==> config.mk <==
export PLATFORM = sky130hd
export DESIGN_NAME = tlb_unified
export DESIGN_NICKNAME = d
export VERILOG_FILES = /design/src/rtl/tlb_pkg.sv /design/src/rtl/tlb_entry.sv /design/src/rtl/tlb_victim.sv /design/src/rtl/tlb_unified.sv
export SDC_FILE = /design/constraint.sdc
export NUM_CORES = 1
export LEC_CHECK = 0
export BUFFER_PORTS_ARGS = -buffer_cell sky130_fd_sc_hd__buf_2
export CAP_MARGIN = 20
export CORE_MARGIN = 3
export CORE_UTILIZATION = 39
export CTS_BUF_LIST = sky130_fd_sc_hd__clkbuf_4 sky130_fd_sc_hd__clkbuf_8 sky130_fd_sc_hd__clkbuf_16
export DETAILED_ROUTE_END_ITERATION = 7
export HOLD_SLACK_MARGIN = 0.08
export SYNTH_ARGS = -nofsm -noshare
export SYNTH_HDL_FRONTEND = slang
export SYNTH_SLANG_ARGS = --single-unit
==> constraint.sdc <==
create_clock -name clk -period 20.3 [get_ports clk]
set_input_delay 1.015 -clock clk [delete_from_list [all_inputs] [get_ports clk]]
set_output_delay 1.015 -clock clk [all_outputs]
set_load 0.01 [all_outputs]
==> src/rtl/tlb_pkg.sv <==
package tlb_pkg;
  localparam int VA_W     = 32;
  localparam int PG_LSB   = 10;
  localparam int TAG_W    = VA_W - PG_LSB;
  localparam int DOM_W    = 4;
  localparam int PERM_W   = 2;
  localparam int NQ       = 4;
  localparam int AP_W     = PERM_W * NQ;
  localparam int SZ_W     = 2;

  localparam logic [SZ_W-1:0] SZ_SECT  = 2'd0;
  localparam logic [SZ_W-1:0] SZ_LARGE = 2'd1;
  localparam logic [SZ_W-1:0] SZ_SMALL = 2'd2;
  localparam logic [SZ_W-1:0] SZ_TINY  = 2'd3;

  localparam int SECT_LG  = 20;
  localparam int LARGE_LG = 16;
  localparam int SMALL_LG = 12;
  localparam int TINY_LG  = 10;

  typedef struct packed {
    logic              valid;
    logic [SZ_W-1:0]   size;
    logic [TAG_W-1:0]  vtag;
    logic [TAG_W-1:0]  ptag;
    logic [DOM_W-1:0]  dom;
    logic [AP_W-1:0]   ap;
  } tlb_ent_t;

  // Tag bits that take part in the compare for a region size.
  function automatic logic [TAG_W-1:0] tag_mask(input logic [SZ_W-1:0] sz);
    logic [TAG_W-1:0] ones;
    ones = '1;
    case (sz)
      SZ_SECT:  tag_mask = ones << (SECT_LG  - PG_LSB);
      SZ_LARGE: tag_mask = ones << (LARGE_LG - PG_LSB);
      SZ_SMALL: tag_mask = ones << (SMALL_LG - PG_LSB);
      default:  tag_mask = ones << (TINY_LG  - PG_LSB);
    endcase
  endfunction

  // Permission field for the addressed quarter.
  function automatic logic [PERM_W-1:0] ap_pick(input logic [AP_W-1:0] ap,
                                                input logic [SZ_W-1:0] sz,
                                                input logic [1:0]      q_large,
                                                input logic [1:0]      q_small);
    logic [1:0] q;
    case (sz)
      SZ_LARGE: q = q_large;
      SZ_SMALL: q = q_small;
      default:  q = 2'd0;
    endcase
    ap_pick = ap[q*PERM_W +: PERM_W];
  endfunction
endpackage

==> src/rtl/tlb_entry.sv <==
module tlb_entry
  import tlb_pkg::*;
(
  input  logic             clk,
  input  logic             rst_n,
  input  logic             wr_en,
  input  tlb_ent_t         wr_ent,
  input  logic             clr,
  input  logic [TAG_W-1:0] lk_tag,
  input  logic [TAG_W-1:0] inv_tag,
  input  logic [TAG_W-1:0] fill_tag,
  input  logic [SZ_W-1:0]  fill_size,
  output tlb_ent_t         ent,
  output logic             lk_hit,
  output logic             inv_hit,
  output logic             ovl_hit
);
  tlb_ent_t         ent_q;
  tlb_ent_t         ent_d;
  logic [TAG_W-1:0] own_mask;
  logic [TAG_W-1:0] pair_mask;

  always_comb begin
    ent_d = ent_q;
    if (wr_en) begin
      ent_d = wr_ent;
    end else if (clr) begin
      ent_d.valid = 1'b0;
    end
  end

  always_ff @(posedge clk or negedge rst_n) begin
    if (!rst_n) begin
      ent_q <= '0;
    end else if (wr_en || clr) begin
      ent_q <= ent_d;
    end
  end

  always_comb begin
    own_mask  = tag_mask(ent_q.size);
    pair_mask = own_mask & tag_mask(fill_size);
    lk_hit    = ent_q.valid && (((lk_tag   ^ ent_q.vtag) & own_mask)  == '0);
    inv_hit   = ent_q.valid && (((inv_tag  ^ ent_q.vtag) & own_mask)  == '0);
    ovl_hit   = ent_q.valid && (((fill_tag ^ ent_q.vtag) & pair_mask) == '0);
  end

  assign ent = ent_q;

  AST_WRITE_LANDS: assert property (@(posedge clk) disable iff (!rst_n)
    wr_en |=> (ent_q.valid && ent_q.vtag == $past(wr_ent.vtag)
               && ent_q.size == $past(wr_ent.size)))
    else $error("refill did not land in slot");

  AST_CLEAR_EMPTIES: assert property (@(posedge clk) disable iff (!rst_n)
    (clr && !wr_en) |=> !ent_q.valid)
    else $error("cleared slot still valid");
endmodule

==> src/rtl/tlb_victim.sv <==
module tlb_victim #(
  parameter  int N_ENT = 8,
  localparam int IDX_W = $clog2(N_ENT)
) (
  input  logic             clk,
  input  logic             rst_n,
  input  logic             adv,
  input  logic             lock_wr,
  input  logic [IDX_W-1:0] lock_in,
  output logic [IDX_W-1:0] victim,
  output logic [IDX_W-1:0] base
);
  localparam logic [IDX_W-1:0] LAST = IDX_W'(N_ENT - 1);

  logic [IDX_W-1:0] ptr_q;
  logic [IDX_W-1:0] ptr_d;
  logic [IDX_W-1:0] base_q;
  logic [IDX_W-1:0] base_d;

  always_comb begin
    victim = (ptr_q < base_q) ? base_q : ptr_q;
  end

  always_comb begin
    ptr_d  = ptr_q;
    base_d = base_q;
    if (adv) begin
      ptr_d = (victim == LAST) ? base_q : victim + 1'b1;
    end
    if (lock_wr) begin
      base_d = lock_in;
    end
  end

  always_ff @(posedge clk or negedge rst_n) begin
    if (!rst_n) begin
      ptr_q <= '0;
    end else if (adv) begin
      ptr_q <= ptr_d;
    end
  end

  always_ff @(posedge clk or negedge rst_n) begin
    if (!rst_n) begin
      base_q <= '0;
    end else if (lock_wr) begin
      base_q <= base_d;
    end
  end

  assign base = base_q;

  AST_RR_STEP: assert property (@(posedge clk) disable iff (!rst_n)
    (adv && !lock_wr && victim != LAST) |=> (victim == $past(victim) + 1'b1))
    else $error("round-robin pointer skipped");

  AST_RR_WRAP: assert property (@(posedge clk) disable iff (!rst_n)
    (adv && !lock_wr && victim == LAST) |=> (victim == base))
    else $error("round-robin wrap missed base");
endmodule

==> src/rtl/tlb_unified.sv <==
module tlb_unified
  import tlb_pkg::*;
#(
  parameter  int N_ENT = 8,
  localparam int IDX_W = $clog2(N_ENT)
) (
  input  logic                  clk,
  input  logic                  rst_n,
  input  logic                  lk_req,
  input  logic [VA_W-1:0]       lk_va,
  output logic                  rsp_valid,
  output logic                  rsp_hit,
  output logic                  rsp_miss,
  output logic [VA_W-1:0]       rsp_pa,
  output logic [DOM_W-1:0]      rsp_dom,
  output logic [PERM_W-1:0]     rsp_perm,
  input  logic                  fill_valid,
  input  logic [VA_W-1:PG_LSB]  fill_vbase,
  input  logic [VA_W-1:PG_LSB]  fill_pbase,
  input  logic [SZ_W-1:0]       fill_size,
  input  logic [DOM_W-1:0]      fill_dom,
  input  logic [AP_W-1:0]       fill_ap,
  input  logic                  inv_all,
  input  logic                  inv_va_req,
  input  logic [VA_W-1:PG_LSB]  inv_vbase,
  input  logic                  lock_wr,
  input  logic [IDX_W-1:0]      lock_base
);
  // reset: asserted at once, released on a clock edge
  logic rst_meta;
  logic rst_s;

  always_ff @(posedge clk or negedge rst_n) begin
    if (!rst_n) begin
      rst_meta <= 1'b0;
      rst_s    <= 1'b0;
    end else begin
      rst_meta <= 1'b1;
      rst_s    <= rst_meta;
    end
  end

  logic [TAG_W-1:0] lk_tag;
  logic [TAG_W-1:0] fill_mask;
  tlb_ent_t         new_ent;
  logic             fill_in_inv;
  logic             fill_acc;
  logic [IDX_W-1:0] victim;
  logic [IDX_W-1:0] base_q;

  tlb_ent_t         ents     [N_ENT];
  logic [N_ENT-1:0] lk_hit_v;
  logic [N_ENT-1:0] inv_hit_v;
  logic [N_ENT-1:0] ovl_hit_v;
  logic [N_ENT-1:0] valid_v;
  logic [N_ENT-1:0] wr_v;
  logic [N_ENT-1:0] clr_v;

  assign lk_tag = lk_va[VA_W-1:PG_LSB];

  // refill admission against concurrent maintenance
  always_comb begin
    fill_mask   = tag_mask(fill_size);
    fill_in_inv = ((fill_vbase ^ inv_vbase) & fill_mask) == '0;
    fill_acc    = fill_valid && !inv_all && !(inv_va_req && fill_in_inv);
    new_ent       = '0;
    new_ent.valid = 1'b1;
    new_ent.size  = fill_size;
    new_ent.vtag  = fill_vbase & fill_mask;
    new_ent.ptag  = fill_pbase & fill_mask;
    new_ent.dom   = fill_dom;
    new_ent.ap    = fill_ap;
  end

  tlb_victim #(.N_ENT(N_ENT)) u_victim (
    .clk     (clk),
    .rst_n   (rst_s),
    .adv     (fill_acc),
    .lock_wr (lock_wr),
    .lock_in (lock_base),
    .victim  (victim),
    .base    (base_q)
  );

  for (genvar gi = 0; gi < N_ENT; gi++) begin : g_slot
    assign wr_v[gi]  = fill_acc && (victim == IDX_W'(gi));
    assign clr_v[gi] = inv_all || (inv_va_req && inv_hit_v[gi])
                       || (fill_acc && ovl_hit_v[gi]);
    assign valid_v[gi] = ents[gi].valid;

    tlb_entry u_entry (
      .clk       (clk),
      .rst_n     (rst_s),
      .wr_en     (wr_v[gi]),
      .wr_ent    (new_ent),
      .clr       (clr_v[gi]),
      .lk_tag    (lk_tag),
      .inv_tag   (inv_vbase),
      .fill_tag  (fill_vbase),
      .fill_size (fill_size),
      .ent       (ents[gi]),
      .lk_hit    (lk_hit_v[gi]),
      .inv_hit   (inv_hit_v[gi]),
      .ovl_hit   (ovl_hit_v[gi])
    );
  end

  // hit mux: at most one slot matches, so an OR tree is enough
  logic [TAG_W-1:0]  sel_ptag;
  logic [SZ_W-1:0]   sel_size;
  logic [DOM_W-1:0]  sel_dom;
  logic [AP_W-1:0]   sel_ap;
  logic              any_hit;
  logic [TAG_W-1:0]  sel_mask;
  logic              hit_d;
  logic              miss_d;
  logic [VA_W-1:0]   pa_d;
  logic [DOM_W-1:0]  dom_d;
  logic [PERM_W-1:0] perm_d;

  always_comb begin
    sel_ptag = '0;
    sel_size = '0;
    sel_dom  = '0;
    sel_ap   = '0;
    for (int i = 0; i < N_ENT; i++) begin
      if (lk_hit_v[i]) begin
        sel_ptag = sel_ptag | ents[i].ptag;
        sel_size = sel_size | ents[i].size;
        sel_dom  = sel_dom  | ents[i].dom;
        sel_ap   = sel_ap   | ents[i].ap;
      end
    end
    any_hit  = |lk_hit_v;
    sel_mask = tag_mask(sel_size);
  end

  always_comb begin
    hit_d  = lk_req && any_hit;
    miss_d = lk_req && !any_hit;
    pa_d   = '0;
    dom_d  = '0;
    perm_d = '0;
    if (hit_d) begin
      pa_d   = {(sel_ptag & sel_mask) | (lk_tag & ~sel_mask), lk_va[PG_LSB-1:0]};
      dom_d  = sel_dom;
      perm_d = ap_pick(sel_ap, sel_size,
                       lk_va[LARGE_LG-1 -: 2], lk_va[SMALL_LG-1 -: 2]);
    end
  end

  always_ff @(posedge clk or negedge rst_s) begin
    if (!rst_s) begin
      rsp_valid <= 1'b0;
      rsp_hit   <= 1'b0;
      rsp_miss  <= 1'b0;
      rsp_pa    <= '0;
      rsp_dom   <= '0;
      rsp_perm  <= '0;
    end else begin
      rsp_valid <= lk_req;
      rsp_hit   <= hit_d;
      rsp_miss  <= miss_d;
      rsp_pa    <= pa_d;
      rsp_dom   <= dom_d;
      rsp_perm  <= perm_d;
    end
  end

  AST_ONE_MATCH: assert property (@(posedge clk) disable iff (!rst_s)
    $onehot0(lk_hit_v))
    else $error("lookup matched several slots");

  AST_LOCKED_SPARED: assert property (@(posedge clk) disable iff (!rst_s)
    fill_acc |-> (victim >= base_q))
    else $error("refill aimed at locked slot");

  AST_FLUSH_ALL: assert property (@(posedge clk) disable iff (!rst_s)
    inv_all |=> (valid_v == '0))
    else $error("slot survived flush-all");

  AST_RSP_EXCL: assert property (@(posedge clk) disable iff (!rst_s)
    rsp_valid |-> (rsp_hit != rsp_miss))
    else $error("response not exactly hit or miss");

  AST_IDLE_QUIET: assert property (@(posedge clk) disable iff (!rst_s)
    !rsp_valid |-> (!rsp_hit && !rsp_miss))
    else $error("hit or miss without request");

  AST_MISS_ZERO: assert property (@(posedge clk) disable iff (!rst_s)
    rsp_miss |-> (rsp_pa == '0 && rsp_dom == '0 && rsp_perm == '0))
    else $error("miss carried data");
endmodule

==> results of run 1 <==
cell usage after synthesis (3+ instances only):
library cell    n  area, sq um
ha_1           13          163
a21oi_1        24          120
a222oi_1        8         80.1
nand3_4         3         52.6
a31o_2          4         35.0
o21ai_1         5         25.0
nor3_1          8         40.0
o211a_1         6         60.1
xnor2_1       205         1800
buf_1           5         18.8
mux2_1         24          270
nor4_1         83          519
a22o_1         29          254
a21boi_0        4         30.0
buf_6          21          236
nand3_2         3         30.0
a22oi_1        73          548
nor3_2          5         50.1
nor2_1          6         22.5
o2111ai_1       7         61.3
buf_2          71          355
a32oi_1         5         43.8
nand4_1        55          344
buf_4          18          135
o21ai_0       188          941
clkbuf_1       67          251
a41oi_1         8         70.1
a2111oi_0       7         61.3
nand2_1       201          754
a31oi_1        16          100
a221oi_1       27          236
nand3_1        36          180
xor2_1        345         3020
dfrtp_1       521        13000
clkbuf_2        5         25.0
mux2_2        282         3180
inv_1          29          109
o41ai_1        12          105
and3_1         18          113
placed cells by master (no fill, tap or decap), types with 55 or more instances in the layout:
| cell type | n |
|---|---|
| a22oi_1 | 73 |
| buf_2 | 162 |
| clkbuf_16 | 59 |
| dfrtp_1 | 520 |
| mux2_2 | 282 |
| nand2_1 | 201 |
| nand4_1 | 55 |
| nor4_1 | 83 |
| o21ai_0 | 188 |
| xnor2_1 | 205 |
| xor2_1 | 345 |
power by group:
part           switching, mW  internal (mW)  total, mW
clock network          0.444          0.637       1.08
logic                  0.519          0.572       1.09
registers              0.461           1.44       1.90
flip-flops by register name (all words and copies together) (netlist names):
name                flops
rsp_miss                1
rst_s                   1
rsp_perm                2
rsp_hit                 1
rsp_pa                 32
u_victim.base           3
rst_meta                1
u_victim.ptr_q          3
g_slot.u_entry.ent    472
rsp_valid               1
rsp_dom                 4
layout make-up:
type	count	area (sq um)	area share, %
diodes	4	10.0	0.0323
inverters	29	109	0.352
well taps	940	1180	3.80
repair buffers	191	1050	3.39
clock inverters	22	269	0.869
clock buffers	81	1700	5.50
flip-flops and latches	521	13000	42.1
multi-input cells	1735	13600	43.9
layer usage:
layer  track usage [%]  vias to the layer above
met5                 0                        -
met2              37.9                      742
met4              9.52                        8
li1                  -                     8871
met1              31.1                    10148
met3              6.66                      221
path summary, 6_finish.rpt:
check / to / from / slack, ps / cells past startpoint
min reg2reg: rst_s$_DFF_PN0_ / rst_meta$_DFF_PN0_ / 350 / 0
min in group clk: rst_s$_DFF_PN0_ / rst_meta$_DFF_PN0_ / 350 / 0
max reg2reg: rsp_perm[1]$_DFF_PN0_ / g_slot[0].u_entry.ent[42]$_DFFE_PN0P_ / 15550 / 16
min: rst_s$_DFF_PN0_ / rst_n / 160 / 1
max: rsp_perm[1]$_DFF_PN0_ / lk_va[19] / 15350 / 16
max in group asynchronous: g_slot[2].u_entry.ent[1]$_DFFE_PN0P_ / rst_s$_DFF_PN0_ / 16960 / 3
through the flow:
step / setup slack (ps) / total power, mW / hold slack (ps) / util (%) / area (sq um)
2_1_floorplan: 4700 / 2.63 / 331 / - / 27700
3_3_place_gp: 14920 / 2.94 / 333 / 41.2 / 29000
3_5_place_dp: 14690 / 2.99 / 335 / 41.2 / 29000
4_1_cts: 15360 / 4.09 / 128 / 44.0 / 30900
5_1_grt: 14990 / 4.31 / 141 / 44.1 / 31000
6_report: 15350 / 4.07 / 156 / 44.1 / 31000
cells by family (layout without fill, tap and decap cells):
kind of cell	Yosys count	after routing
AOI/OAI and AO/OA	435	435
xor gates and xnor gates	550	550
adders and majority gates	13	13
buffers and inverters	216	323
DFF	521	521
muxes	308	308
other	1	5
and+or+nand+nor	428	428
==> impl_results.md, run 1 <==
* Post-Synthesis Mean Instance Area at 11.2 sq um
* Layout cells sized above 1 at 23.3%
* Distinct cells, synth at 58
* YS warnings at 0
* Synth async-reset ratio at 100%
* Max Slew Vio Count at 0
* RSZ-0062 raised after global routing: no
* Xor/xnor share of the synthesized area at 17.4%
* Core Rows at 97
* Largest net degree at the start of global routing at 85
* Vias in the first global route at 20.9k
* GRT Util Overall at 23.9%
* Status: completed
* DR vias/cell at 5.67
* Hold-fix buffers, CTS at 0
* Critical Path, Cell by Cell: buf_2 > xor2_1 > o41ai_1 > a32oi_1 > nor3_4 > buf_4 > a22o_1 > a2111oi_0 > inv_1 > ha_1 > a22o_1 > nand2_1 > a21oi_1 > and3_1 > a221o_1 > a21oi_1
* Die width at 273 microns
* Crit end category: flop
* Hold Vio Cnt, Final at 0
* DR WL met2 at 41200 microns
* Fraction of synthesized area in multiplexers at 12.5%
* Highest metal used: met5
* Crit path arrival time at 5510 ps
* Wl on met1 at 37600 microns
* Initial antenna violation count at 10
* Post-Syn Nets at 2607
* #FFs+latches synth at 521
* Max incr delay on CP at 930 ps
* Root Driver: clkbuf_16
* Largest family of logic cells by synthesized area: XOR/XNOR gates
* WP data required at 20860 ps
* CTS Buffer Depth at 3
* Inserted Clock Buffers at 58
* Pwr dens at 132 mW/mm^2
* Synth Area in Simple Gates at 7.88%
* Postcts setup bufs at 0
* Layout overhead on the synthesized area at 11.7%
* Fillers at 6568
* Crit path max fanout at 37
* Max_cap viols at 0
* Htree depth at 2
* Die area at 0.0743 sq mm
* Leak at 13.8 nW
* First-pass GRT wire length at 135000 microns
* Post-CTS resize count at 0
* # nets final at 2671
* DPL Wire Length at 59100 microns
* Placed cells at 3415
* Core area at 0.0703 sq mm
* Clk_lat worst skew at 630 ps
* Clk_skew at 25.6 ps
* TritonCTS clock tree: built
* Relative slew margins at 26.3%
* Synth Area in Adders at 0.587%
* Period Utilization, post-route at 24.4%
* CP delay by family, top: compound AO/OA/AOI/OAI gates
* Synth Area in Compound Gates at 10.5%
* Critical Path Start Type: input port
* Minimum clock period at 4950 ps
* Drt total wl at 89500 microns
* Peak VDD IR at 83.5 uV
* Hold Crit Class: input port to asynchronous set/reset pin
* Crit path kind: input port to flop
* WL per Instance at 25.4 microns
* TritonRoute pass-1 iters at 6
* Initial Util at 39.4%
* Global placer's final weighted congestion at 0.945
* Critical Path Slowest Stage Cell: a2111oi_0
* Final Non-Filler Cells at 3523
* CTS sink cnt at 521
* DR WL met3 at 7010 microns
* Syn Std Cell Area at 0.0277 sq mm
* Top-level port count at 163
* DIE HEIGHT at 273 microns
* Antenna viol nets, final at 0
* Gr ovfl total at 0
* DRC Markers at 0
* DRT iter0 DRCs at 1524
* Setup_tns at 0 ps
* Ys flop type: dfrtp_1
* Sum of buffers and inverters on the critical path at 3
* Number of port buffers at 162
* Post-synth EDFFs at 0
* Syn Inst Count at 2472
* Reg clk slew, reported paths at 60 ps
* Routed via count at 20.0k
* Fmax at 202 MHz
* Finish-stage setup viols at 0
* Tightest Pin Transition at 1080 ps
* Seq/Total Area, Yosys at 47.0%
Note: power is estimated with default switching activity, not from simulation.
==> inputs of run 2 (changes only) <==
==> constraint.sdc (replaced) <==
create_clock -name clk -period 4.6 [get_ports clk]
set_input_delay 0.23 -clock clk [delete_from_list [all_inputs] [get_ports clk]]
set_output_delay 0.23 -clock clk [all_outputs]
set_load 0.01 [all_outputs]
==> run 2 against run 1 <==
Compared with the run above: utilization increased by 1.6 points; hold slack got worse by 34 ps; setup slack worse by 15000 ps; register-to-register slack got worse by 15000 ps; combinational power increased to 4.5 times the previous value; critical path depth is 1 lower; clock skew up 27 ps; routed wire length grew 1.1%; power grew to 4.4 times the previous value; non-clock buffer count is 101 higher; sequential cell count is the same; first-iteration DRC count rose by 19%.
==> impl_results.md, run 2 (same netlist as run 1, synthesis figures left out) <==
* First-pass GRT wire length at 136000 microns (+0.41%)
* Pwr dens at 563 mW/mm^2 (+330%)
* Finish-stage setup viols at 0 (unchanged)
* Leak at 14.3 nW (+3.9%)
* DR vias/cell at 5.71 (+0.60%)
* Crit path kind: flop to flop
* Design area at 0.0321 sq mm (+3.7%)
* Layout Utilization at 45.7% (+1.6 points)
* Internal reg-to-reg setup slack at 520 ps (-15030 ps)
* Tightest Pin Transition at 1120 ps (+38.6 ps)
* Initial Util at 39.4% (unchanged)
* GRT Util Overall at 24.0% (+0.065 points)
* Initial antenna violation count at 8 (-2)
* Minimum clock period at 4080 ps
* Relative slew margins at 23.6% (-2.6 points)
* Largest net degree at the start of global routing at 153 (+80%)
* Worst setup path endpoint: rsp_perm[1]$_DFF_PN0_
* Antenna viol nets, final at 0 (unchanged)
* Clk_skew at 52.4 ps (+26.8 ps)
* Die width at 273 microns (unchanged)
* Status: completed
* Clk_lat worst skew at 660 ps (+30 ps)
* CP startpoint: g_slot[3].u_entry.ent[41]$_DFFE_PN0P_
* Routed via count at 20.7k (+3.5%)
* TritonRoute pass-1 iters at 6 (unchanged)
* Gr ovfl total at 0 (unchanged)
* Period Utilization, post-route at 88.7%
* Peak VDD IR at 311 uV (+270%)
* Core Rows at 97 (unchanged)
* Global placer's final weighted congestion at 0.954 (+1.0%)
* Layout overhead on the synthesized area at 15.9%
* Fmax at 245 MHz
* Setup_tns at 0 ps (unchanged)
* Placed cells at 3453 (+1.1%)
* DIE HEIGHT at 273 microns (unchanged)
* Post-CTS resize count at 0 (unchanged)
* WL per Instance at 24.9 microns (-1.8%)
* Critical Path Start Type: flop
* Crit path max fanout at 4 (-89%)
* Layout cells sized above 1 at 23.9% (+0.57 points)
* Hold Vio Cnt, Final at 0 (unchanged)
* Top-level port count at 163 (unchanged)
* R2R Path End: rsp_perm[1]$_DFF_PN0_
* TritonCTS clock tree: built
* WHS at 122 ps (-33.8 ps)
* Htree depth at 2 (unchanged)
* DRT iter0 DRCs at 1807 (+19%)
* Register-to-Register Path Depth at 15 (-1)
* Number of port buffers at 162 (unchanged)
* Vias in the first global route at 21.1k (+1.3%)
* Crit end category: flop
* Drt total wl at 90500 microns (+1.1%)
* Most frequent cells in the layout: dfrtp_1, xor2_1, mux2_2
* Inserted Clock Buffers at 57 (-1.7%)
* DPL Wire Length at 59200 microns (+0.30%)
* Reg clk slew, reported paths at 60 ps (about the same)
* Max Slew Vio Count at 0 (unchanged)
* Area post-placement at 0.0294 sq mm (+1.6%)
* DRC Markers at 0 (unchanged)
* CTS sink cnt at 521 (unchanged)
* Core area at 0.0703 sq mm (unchanged)
* Root Driver: clkbuf_16
* Postcts setup bufs at 0 (unchanged)
* Die area at 0.0743 sq mm (unchanged)
* Final Non-Filler Cells at 3626 (+2.9%)
* Max FFs per register at 472 (unchanged)
* RSZ-0062 raised after global routing: no
* Crit Reg-Reg Startpoint: g_slot[3].u_entry.ent[41]$_DFFE_PN0P_
* Max_cap viols at 0 (unchanged)
* CTS Buffer Depth at 3 (unchanged)
* Crit path arrival time at 4650 ps (-860 ps)
* WP data required at 5170 ps (-15690 ps)
* Hold Crit Class: input port to flop
* # nets final at 2771 (+3.7%)
* Most common cell after layout, fill and taps aside: dfrtp_1
[run 2: cell count changes in the layout (fill, tap and decap cells not counted), moves of 2 or more]
cell           delta
dlygate4sd3_1    +63
buf_4            +24
buf_12           +14
clkinv_4          -5
clkbuf_8          +4
clkinv_2          -4
clkbuf_4          +3
bufinv_16         +2
clkbuf_16         -2
clkinv_16         +2
[run 2: power by group]
group,total (mW),leakage [nW],internal [mW],switching [mW]
clock network,4.91,1.02,2.95,1.96
logic,4.94,6.58,2.63,2.31
registers,8.22,6.71,6.36,1.86
[run 2: critical path, stage by stage (launching register included)]
cell,delay [ps]
dfrtp_1,480
xor2_1,240
nor4_1,110
a32oi_1,320
nor3_4,70
a22oi_1,210
nand2_1,70
a2111oi_0,940
inv_1,180
ha_1,260
a22o_1,260
nand2_1,190
a21oi_1,60
and3_1,170
a221o_1,320
a21oi_1,140
[run 2: area by class of cell]
| cell class | instances | area (sq um) |
|---|---|---|
| antenna | 5 | 12.5 |
| clock buffer | 86 | 1730 |
| clock inverter | 18 | 322 |
| fill | 6386 | 38200 |
| inverter | 29 | 109 |
| multi-input combinational | 1735 | 13600 |
| sequential | 521 | 13000 |
| tap | 940 | 1180 |
| timing repair buffer | 292 | 2120 |
[run 2: worst min-delay path by stage]
stage                     slack (ps)  startpoint  depth (start not counted)              endpoint
final                            120   lk_va[10]                          2  rsp_pa[10]$_DFF_PN0_
after global routing             110   lk_va[11]                          2  rsp_pa[11]$_DFF_PN0_
after CTS                         80   lk_va[10]                          2  rsp_pa[10]$_DFF_PN0_
after detailed placement          30       rst_n                          1    rst_meta$_DFF_PN0_
after global placement            30       rst_n                          1    rst_meta$_DFF_PN0_
after floorplan                  -70       rst_n                          0    rst_meta$_DFF_PN0_
[run 2: per-stage QoR]
step / total power, mW / setup WS [ps]
floorplan: 11.6 / -473
global placement: 12.8 / 549
detailed placement: 13.1 / 401
CTS: 18.1 / 514
global route: 19.1 / 252
finish: 18.1 / 518
[run 2: routing by layer]
layer | vias to the layer above | routed length, microns | track usage, %
met1 | 10673 | 39400 | 32.5
met2 | 725 | 42100 | 38.8
met3 | 221 | 5700 | 4.28
met5 | - | 29 | 0
met4 | 4 | 3280 | 8.37
li1 | 9074 | - | -
[run 2: timing repair]
item	in CTS	in global routing
hold buffers	63	0
hold endpoints to repair	308	0
endpoints found under the setup margin	0	0
==> inputs of run 3 (changes only) <==
==> constraint.sdc (replaced) <==
create_clock -name clk -period 3.85 [get_ports clk]
set_input_delay 0.1925 -clock clk [delete_from_list [all_inputs] [get_ports clk]]
set_output_delay 0.1925 -clock clk [all_outputs]
set_load 0.01 [all_outputs]
==> run 3 against run 2 <==
Compared with the run above: global-route usage increased by 0.93 points; final cell count up 5.0%; sequential cell count unchanged; sequential share of layout area fell by 2.2 points; routed wire length up 3.6%; die area is the same; fmax increased by 9.1%; first-iteration DRC count fell by 12%; register-to-register slack worse by 410 ps; power grew 26%; combinational power up 47%; utilization rose by 2.6 points.
==> impl_results.md, run 3 (same netlist as run 1, synthesis figures left out) <==
* Sum of buffers and inverters on the critical path at 1 (unchanged)
* Drt total wl at 93700 microns (+3.6%)
* Crit end category: flop
* DRC Markers at 0 (unchanged)
* Placed cells at 3638 (+5.4%)
* Min-Delay Path Depth at 3 (+1)
* WP data required at 4410 ps (-760 ps)
* DR vias/cell at 5.60 (-1.9%)
* Layout overhead on the synthesized area at 22.4%
* WL per Instance at 24.6 microns (-1.4%)
* Relative slew margins at 24.9% (+1.3 points)
* Period Utilization, post-route at 97.1% (+8.4 points)
* Top-level port count at 163 (unchanged)
* Clk_lat worst skew at 650 ps (about the same)
* Layout cells sized above 1 at 29.1% (+5.2 points)
* GRT Util Overall at 24.9% (+0.93 points)
* DRT iter0 DRCs at 1593 (-12%)
* Largest net degree at the start of global routing at 66 (-57%)
* Crit path arrival time at 4300 ps (-350 ps)
* Max_cap viols at 0 (unchanged)
* Total power at 22.8 mW (+26%)
* Wl on met1 at 39600 microns (+0.50%)
* Fillers at 6329 (-0.89%)
* Pwr dens at 672 mW/mm^2 (+19%)
* CTS sink cnt at 521 (unchanged)
* Core Rows at 97 (unchanged)
* Reg clk slew, reported paths at 60 ps (about the same)
* Setup slack after layout at 110 ps (-408 ps)
* Root Driver: clkbuf_16
* Critical Path Slowest Stage Cell: nor4_1
* Max Slew Vio Count at 0 (unchanged)
* Clk_skew at 46.6 ps (-5.83 ps)
* Postcts setup bufs at 0 (unchanged)
* Crit Reg-Reg Startpoint: g_slot[1].u_entry.ent[44]$_DFFE_PN0P_
* DR WL met3 at 5890 microns (+3.2%)
* DPL Wire Length at 63300 microns (+6.9%)
* Fmax at 267 MHz (+9.1%)
* Leak at 15.4 nW (+7.7%)
* DIE HEIGHT at 273 microns (unchanged)
* Critical Path Start Type: flop
* Peak VDD IR at 417 uV (+34%)
* # nets final at 2954 (+6.6%)
* Highest metal used: met5
* Most frequent cells in the layout: dfrtp_1, xor2_1, mux2_2
* Critical Path, Cell by Cell: xnor2_1 > nand4_1 > nor4_1 > and3_2 > a22o_1 > a2111oi_2 > inv_1 > ha_1 > a22o_1 > and2_1 > a21oi_1 > and3_1 > a221o_1 > a21oi_1
* TritonRoute pass-1 iters at 8 (+2)
* Gr ovfl total at 0 (unchanged)
* Tightest Pin Transition at 1120 ps (-0.746 ps)
* Core area at 0.0703 sq mm (unchanged)
* R2R Path End: rsp_perm[1]$_DFF_PN0_
* Worst Hold End: g_slot[4].u_entry.ent[49]$_DFFE_PN0P_
* Crit path max fanout at 4 (unchanged)
* Die area at 0.0743 sq mm (unchanged)
* Initial Util at 39.4% (unchanged)
* Routed via count at 21.3k (+3.0%)
* Design area at 0.0339 sq mm (+5.6%)
* Hold Crit Class: input port to flop
* TritonCTS clock tree: built
* Hold_sp: fill_vbase[25]
* Die width at 273 microns (unchanged)
* Internal reg-to-reg setup slack at 110 ps (-410 ps)
* Number of port buffers at 162 (unchanged)
* Setup_tns at 0 ps (unchanged)
* CTS Buffer Depth at 3 (unchanged)
* Max FFs per register at 472 (unchanged)
* Finish-stage setup viols at 0 (unchanged)
* Hold Vio Cnt, Final at 0 (unchanged)
* Register-to-Register Path Depth at 14 (-1)
* Most common cell after layout, fill and taps aside: dfrtp_1
* Status: completed
* Layout Utilization at 48.3% (+2.6 points)
* Max incr delay on CP at 810 ps (-130 ps)
* Inserted Clock Buffers at 58 (+1.8%)
* Antenna viol nets, final at 0 (unchanged)
* Crit path kind: flop to flop
* Global placer's final weighted congestion at 0.954 (about the same)
* Minimum clock period at 3740 ps (-342 ps)
* Area post-placement at 0.0311 sq mm (+5.7%)
* RSZ-0062 raised after global routing: no
* Htree depth at 2 (unchanged)
* First-pass GRT wire length at 141000 microns (+3.9%)
* CP delay by family, top: simple AND/OR/NAND/NOR gates
* Post-Place Worst Slack at -211 ps (-612 ps)
* WHS at 143 ps (+21.6 ps)
* Initial antenna violation count at 4 (-4)
* Vias in the first global route at 22.3k (+5.5%)
* DR WL met2 at 44400 microns (+5.5%)
* Final Non-Filler Cells at 3809 (+5.0%)
==> run 3: report_power, final <==
part	total [mW]	internal, mW	switching [mW]
registers	9.35	7.60	1.75
clock network	6.17	3.76	2.41
logic	7.28	3.79	3.48
total	22.8	15.2	7.64
==> run 3: how the worst max path moves through the flow <==
stage                                                startpoint  slack, ps                              endpoint  depth (start not counted)
after global routing                                  lk_va[13]         30                 rsp_perm[1]$_DFF_PN0_                         17
after detailed placement                              lk_va[19]       -210                 rsp_perm[1]$_DFF_PN0_                         17
after CTS                 g_slot[0].u_entry.ent[40]$_DFFE_PN0P_         50                 rsp_perm[1]$_DFF_PN0_                         15
after global placement                                lk_va[13]       -0.2                 rsp_perm[1]$_DFF_PN0_                         14
final                     g_slot[1].u_entry.ent[44]$_DFFE_PN0P_        110                 rsp_perm[1]$_DFF_PN0_                         14
after floorplan                                 rst_s$_DFF_PN0_      -1220  g_slot[0].u_entry.ent[0]$_DFFE_PN0P_                          0
==> run 3: what timing repair did <==
action / 4_1_cts / 5_1_grt
endpoints found under the hold margin: 311 / 0
hold buffers: 61 / 0
pin swaps: 0 / 0
resized for setup: 2 / 6
setup endpoints to repair: 2 / 2
==> run 3: area by class of cell <==
class | instances | area [sq um] | share of cell area (%)
Antenna cell | 2 | 5.00 | 0.0148
Clock buffer | 89 | 1800 | 5.30
Clock inverter | 19 | 364 | 1.07
Inverter | 29 | 109 | 0.321
Multi-Input combinational cell | 1735 | 13600 | 40.2
Sequential cell | 521 | 13000 | 38.5
Tap cell | 940 | 1180 | 3.47
Timing Repair Buffer | 474 | 3780 | 11.1
==> run 3: metal layers <==
layer  vias to the layer above  track usage, %
met4                         4            9.74
met2                       756            41.4
li1                       9433               -
met1                     10914            32.5
met3                       220            4.35
met5                         -               0
==> run 3: worst reg2reg max path, stage by stage (launching register included) <==
cell,delay [ps]
dfrtp_1,440
xnor2_1,190
nand4_1,110
nor4_1,810
and3_2,410
a22o_1,180
a2111oi_2,70
inv_1,130
ha_1,180
a22o_1,240
and2_1,270
a21oi_1,60
and3_1,170
a221o_1,310
a21oi_1,140
